**src/rtl/irqfm_pkg.sv**
```systemverilog
package irqfm_pkg;
  typedef enum logic [1:0] {
    OP_FLAG_WR  = 2'd0,
    OP_EN_OR    = 2'd1,
    OP_EN_AND   = 2'd2,
    OP_GMASK_WR = 2'd3
  } reg_op_e;
endpackage

```
**src/rtl/irqfm_edge.sv**
```systemverilog
module irqfm_edge #(
  parameter int N = 14
) (
  input  logic         clk_i,
  input  logic         rst_ni,
  input  logic [N-1:0] req_i,
  output logic [N-1:0] rise_o
);
  logic [N-1:0] prev_q;

  always_ff @(posedge clk_i or negedge rst_ni) begin
    if (!rst_ni) prev_q <= '0;
    else         prev_q <= req_i;
  end

  assign rise_o = req_i & ~prev_q;
endmodule

```
**src/rtl/irqfm_pick.sv**
```systemverilog
module irqfm_pick #(
  parameter int N  = 14,
  parameter int IW = 4
) (
  input  logic [N-1:0]  pend_i,
  output logic          any_o,
  output logic [IW-1:0] idx_o
);
  logic [N-1:0] win;

  // one-hot winner: a bit wins when no lower bit is pending
  for (genvar i = 0; i < N; i++) begin : g_win
    if (i == 0) begin : g_first
      assign win[i] = pend_i[i];
    end else begin : g_rest
      assign win[i] = pend_i[i] & ~(|pend_i[i-1:0]);
    end
  end

  always_comb begin
    idx_o = '0;
    for (int i = 0; i < N; i++) begin
      if (win[i]) idx_o = idx_o | IW'(i);
    end
  end

  assign any_o = |pend_i;
endmodule

```
**src/rtl/irqfm_gmask.sv**
```systemverilog
module irqfm_gmask (
  input  logic clk_i,
  input  logic rst_ni,
  input  logic accept_i,
  input  logic ret_i,
  input  logic sw_wr_i,
  input  logic sw_val_i,
  output logic gmask_o
);
  logic gm_q, saved_q;

  always_ff @(posedge clk_i or negedge rst_ni) begin
    if (!rst_ni) begin
      gm_q    <= 1'b1;
      saved_q <= 1'b1;
    end else if (accept_i) begin
      saved_q <= gm_q;
      gm_q    <= 1'b1;
    end else if (ret_i) begin
      gm_q    <= saved_q;
    end else if (sw_wr_i) begin
      gm_q    <= sw_val_i;
    end
  end

  assign gmask_o = gm_q;


  mask_set_on_accept_chk: assert property (@(posedge clk_i) disable iff (!rst_ni)
    accept_i |=> gmask_o);


  mask_restore_on_ret_chk: assert property (@(posedge clk_i) disable iff (!rst_ni)
    (ret_i && !accept_i) |=> (gmask_o == $past(saved_q)));
endmodule

```
**src/rtl/irqfm_top.sv**
```systemverilog
module irqfm_top #(
  parameter int NUM_LINES = 14,
  localparam int IW = (NUM_LINES > 1) ? $clog2(NUM_LINES) : 1
) (
  input  logic                 clk_i,
  input  logic                 rst_ni,
  input  logic [NUM_LINES-1:0] req_i,
  output logic                 irq_valid_o,
  input  logic                 irq_ready_i,
  output logic [IW-1:0]        irq_line_o,
  input  logic                 ret_i,
  input  logic                 wr_en_i,
  input  logic [1:0]           wr_op_i,
  input  logic [NUM_LINES-1:0] wr_data_i,
  output logic [NUM_LINES-1:0] flags_o,
  output logic [NUM_LINES-1:0] enables_o,
  output logic                 gmask_o
);
  import irqfm_pkg::*;

  logic [NUM_LINES-1:0] flags_q, en_q, rise, pend, clr_mask, flag_base;
  logic                 any_pend, accept;
  logic [IW-1:0]        win_idx;

  irqfm_edge #(.N(NUM_LINES)) edge_i (
    .clk_i(clk_i), .rst_ni(rst_ni), .req_i(req_i), .rise_o(rise)
  );

  assign pend = flags_q & en_q;

  irqfm_pick #(.N(NUM_LINES), .IW(IW)) pick_i (
    .pend_i(pend), .any_o(any_pend), .idx_o(win_idx)
  );

  assign irq_valid_o = any_pend & ~gmask_o;
  assign irq_line_o  = win_idx;
  assign accept      = irq_valid_o & irq_ready_i;
  assign clr_mask    = accept ? (NUM_LINES'(1) << win_idx) : '0;
  assign flag_base   = (wr_en_i && wr_op_i == OP_FLAG_WR) ? wr_data_i : flags_q;

  always_ff @(posedge clk_i or negedge rst_ni) begin
    if (!rst_ni) begin
      flags_q <= '0;
      en_q    <= '0;
    end else begin
      flags_q <= (flag_base & ~clr_mask) | rise;
      if (wr_en_i && wr_op_i == OP_EN_OR)  en_q <= en_q | wr_data_i;
      if (wr_en_i && wr_op_i == OP_EN_AND) en_q <= en_q & wr_data_i;
    end
  end

  irqfm_gmask gmask_i (
    .clk_i(clk_i), .rst_ni(rst_ni), .accept_i(accept), .ret_i(ret_i),
    .sw_wr_i(wr_en_i && wr_op_i == OP_GMASK_WR), .sw_val_i(wr_data_i[0]),
    .gmask_o(gmask_o)
  );

  assign flags_o   = flags_q;
  assign enables_o = en_q;


  edge_sets_flag_chk: assert property (@(posedge clk_i) disable iff (!rst_ni)
    (|rise) |=> ((flags_o & $past(rise)) == $past(rise)));


  valid_qualified_chk: assert property (@(posedge clk_i) disable iff (!rst_ni)
    irq_valid_o |-> (!gmask_o && flags_o[irq_line_o] && enables_o[irq_line_o]));


  lowest_wins_chk: assert property (@(posedge clk_i) disable iff (!rst_ni)
    irq_valid_o |-> ((flags_o & enables_o & ((NUM_LINES'(1) << irq_line_o) - 1'b1)) == '0));


  flag_cleared_chk: assert property (@(posedge clk_i) disable iff (!rst_ni)
    (accept && !rise[irq_line_o]) |=> !flags_o[$past(irq_line_o)]);


  flag_kept_on_edge_chk: assert property (@(posedge clk_i) disable iff (!rst_ni)
    (accept && rise[irq_line_o]) |=> flags_o[$past(irq_line_o)]);


  enable_or_chk: assert property (@(posedge clk_i) disable iff (!rst_ni)
    (wr_en_i && wr_op_i == 2'd1) |=> (enables_o == ($past(enables_o) | $past(wr_data_i))));
endmodule

```
**config.mk**
```make
export PLATFORM = sky130hd
export DESIGN_NAME = irqfm_top
export DESIGN_NICKNAME = d
export VERILOG_FILES = /design/src/rtl/irqfm_pkg.sv /design/src/rtl/irqfm_edge.sv /design/src/rtl/irqfm_pick.sv /design/src/rtl/irqfm_gmask.sv /design/src/rtl/irqfm_top.sv
export SDC_FILE = /design/constraint.sdc
export NUM_CORES = 1
export LEC_CHECK = 0
export BUFFER_PORTS_ARGS = -buffer_cell sky130_fd_sc_hd__buf_4
export CAP_MARGIN = 25
export CORE_ASPECT_RATIO = 1.25
export CORE_MARGIN = 3
export CORE_UTILIZATION = 54
export CTS_CLUSTER_DIAMETER = 200
export CTS_CLUSTER_SIZE = 24
export DETAILED_ROUTE_END_ITERATION = 7
export GPL_TIMING_DRIVEN = 0
export MAX_ROUTING_LAYER = met4
export PLACE_DENSITY = 0.81
export RECOVER_POWER = 50
export SYNTH_ARGS = -nofsm -noshare
export SYNTH_HDL_FRONTEND = slang
export SYNTH_SLANG_ARGS = --single-unit
export TNS_END_PERCENT = 50
```
**constraint.sdc**
```tcl
create_clock -name clk_i -period 4.9 [get_ports clk_i]
set_input_delay 0.245 -clock clk_i [delete_from_list [all_inputs] [get_ports clk_i]]
set_output_delay 0.245 -clock clk_i [all_outputs]
set_load 0.01 [all_outputs]
```
==> results list <==
- The run finished, with violations left.
* Violations in the final reports: capacitance limit, slew limit
- The core region is 3850 um^2.
- Max capacitance violation total: 1
* Final weighted congestion in routability-driven placement: 0.877
* Count of cell instances traversed by the critical path: 2
- Startpoint class of the critical path: primary input
- The number of nets in the synthesized netlist is 251.
- Final setup vio count: 0
- For the worst flop-to-flop path, the logic depth is 6.
- Wire length of the first global-routing pass: 9.65 mm
- For this run, the number of Yosys warnings is 0.
- Cell type contributing the most total cell area after synthesis: dfrtp_1
- IR analysis of the VDD net gives a maximum drop of 0.223 mV.
- TritonCTS created 5 clock buffers.
- Vias in the first global route: 2031
- Die footprint: 4840 um^2
- Tightest Pin Transition: 2340 ps
- Buffers inserted by post-CTS timing repair: 0
- Clock root buffer master: clkbuf_8
- Main synth FF type: dfrtp_1
* Rel. slew slack: -55.7%
- The clock drives 44 sinks.
* Max-slew violation count: 45
- Worst clock skew: 5.26 ps
- Slowest stage cell, crit path: clkbuf_1
- Synthesis instantiated 46 different standard cells from the library.
- Including well taps, the total number of placed cells is 337.
- Effective utilization at floorplan: 56.7%
- Using the TritonRoute via totals, the vias-per-cell ratio works out to 5.88.
- The worst path needs 2520 ps of the cycle, external delays included.
- Entering global routing, the biggest net connects 45 pins.
- Summed over all failing endpoints, the final setup total negative slack is 0 ps.
- WP buf/inv: 2
* Crit end category: async pin
- TritonCTS built the clock tree.
* Clock insertion delay at the later pin of the skew report: 290 ps
- Top-level port count: 69
- Clock-pin transition on the worst setup and hold timing paths: 80 ps
- For the worst setup path, the data required time is 4820 ps.
- Derived from the worst setup path, the maximum achievable clock frequency is 396 MHz.
- DR WL/cell: 16.9 um
- Crit path largest cell delay: 1650 ps
- CTS resizes: 0
- Detailed placement finished with a half-perimeter wire length of 4.28 mm.
- Dividing total power by cell area gives a power density of 317 nW/um^2.
* DIE HEIGHT: 77.1 um
- Final Cycle Share: 51.5%
- Signal arrival time at the worst endpoint: 2450 ps
- Unrepaired setup endpoints after global routing: false
* Leakage power figure: 1.18 nW
- The first routing iteration left 158 violations.
- Cells traversed along the worst timing path: dlygate4sd3_1 > clkbuf_1
* Area growth from synthesis to final layout: 29.2%
* Number of antenna-violating nets in the routed design: 0
- The synthesized design contains 0 enable-type register cells.
- From left edge to right edge, the die measures 62.9 um.
- Gate Count Post-Synth: 216
- Floorplan row count: 25
* Flip-flop and latch count after synthesis: 44
- Number of port buffers: 67
- Along the worst hold path, the cell count comes to 1.
- For this run, the detailed router's first-pass iteration total came to 4.
- Of all nets on the critical path, the largest fanout is 44.
- Synthesized area: 2180 um^2
* HP Class: primary input to flip-flop
- Global routing used 25.9% of the available tracks across all layers.
- Buffers inserted to repair hold after CTS numbered 1.
- Sequential area share after synthesis: 50.6%
- Overflow after GRT: 0
- By area the synthesized netlist is led by dfrtp_1 (48%), o21ai_0 (7.8%), a21oi_1 (4.6%).
- Family with the most delay on the worst path: buffers and inverters
- Final wirelength: 5.83 mm
* Async set-reset flop share out of synthesis: 100%
* Total count of hold-check failures in the final report: 0
* Vias post-DR: 2035
* Clock H-tree levels: 2
- The critical path in this run is classified as primary input to async pin.
- Share of post-route cells with drive strength above 1: 27.7%
- Averaged over all synthesized cells, the footprint is 10.1 um^2.
* Number of antenna violations at the first check in global routing: 0
* CTS max path bufs: 2
* Final cell count without fillers: 346
* Post-synth top area share: 48.2%
* Net count, final: 326
- Number of diodes: 0
- Count of unresolved DRC violations after routing: 0
==> final cells by class <==
class / count / area [um^2]
multi-input combinational: 158 / 1020
sequential: 44 / 1100
inverter: 7 / 26.3
timing repair buffer: 68 / 490
tap: 54 / 67.6
buffer: 7 / 32.5
clock buffer: 8 / 80.1
fill: 324 / 1030
==> path summary, 6_finish.rpt <==
kind / from / end / slack (ps)
hold / removal: req_i[7] / edge_i.prev_q[7] / 70
setup / recovery: rst_ni / flags_o[9] / 2380
setup reg to reg: enables_o[6] / flags_o[4] / 2990
max in group clk_i: flags_o[1] / irq_line_o[0] / 2580
min in group asynchronous: rst_ni / edge_i.prev_q[10] / 1180
hold reg to reg: edge_i.prev_q[6] / flags_o[6] / 410
==> flip-flops by register name, summed over array words and instances, names as in the netlist <==
signal and flops:
gmask_i.saved_q 1, edge_i.prev_q 14, gmask_i.gmask_o 1, flags_o 14, enables_o 14
==> where the power goes <==
part           switching (mW)  internal, mW
Sequential             0.0387         0.396
Clock                   0.117         0.101
Combinational           0.128         0.114
==> stage by stage <==
stage / utilization [%] / hold WS (ps) / power [mW] / setup WS [ps] / instance area (um^2)
final: 73.3 / 71.4 / 0.895 / 2380 / 2820
after CTS: 73.9 / 52.4 / 0.901 / 2620 / 2840
after global routing: 73.3 / 76.6 / 0.938 / 1940 / 2820
after floorplan: - / -50.6 / 0.562 / 3040 / 2180
after detailed placement: 71.5 / 275 / 0.684 / 2940 / 2750
after global placement: 71.5 / 271 / 0.675 / 2950 / 2750
==> synthesized netlist by cell type, types with 4 or more instances <==
cell type	n
dfrtp_1	42
and2_1	4
mux2i_1	10
nor3_1	4
nor2b_1	6
nand2b_1	9
a22o_1	4
nor2_1	6
nand2_1	16
o22ai_1	4
a21oi_1	20
o21ai_0	34
clkbuf_1	4
inv_1	7
==> placed cells by master (no fill, tap or decap), types with 4 or more instances in the layout <==
| cell type | netlist | routed |
|---|---|---|
| buf_4 | 1 | 52 |
| dfrtp_1 | 42 | 42 |
| o21ai_0 | 34 | 34 |
| a21oi_1 | 20 | 20 |
| nand2_1 | 16 | 16 |
| clkbuf_1 | 4 | 13 |
| mux2i_1 | 10 | 10 |
| clkbuf_4 | 0 | 10 |
| nand2b_1 | 9 | 9 |
| inv_1 | 7 | 7 |
| nor2_1 | 6 | 6 |
| nor2b_1 | 6 | 6 |
| clkbuf_8 | 0 | 5 |
| a22o_1 | 4 | 4 |
| and2_1 | 4 | 4 |
| nor3_1 | 4 | 4 |
| o22ai_1 | 4 | 4 |
==> cells by family after synthesis <==
family	count (synthesis)	synth area share [%]
AO/OA/AOI/OAI	88	26.0
AND/OR/NAND/NOR	60	16.2
flip-flops	44	50.6
buffers and inverters	14	2.70
multiplexers	10	4.59
==> per-layer routing <==
| layer | routed length [um] | GRT usage (%) | vias up | share of wire (%) |
|---|---|---|---|---|
| met5 | 0 | - | - | 0 |
| met4 | 60 | 9.05 | 0 | 1.0 |
| met3 | 336 | 5.12 | 7 | 5.8 |
| met2 | 2990 | 43.0 | 78 | 51 |
| met1 | 2440 | 31.5 | 986 | 42 |
| li1 | - | - | 964 | - |
Power figures use the tool's default switching activity.
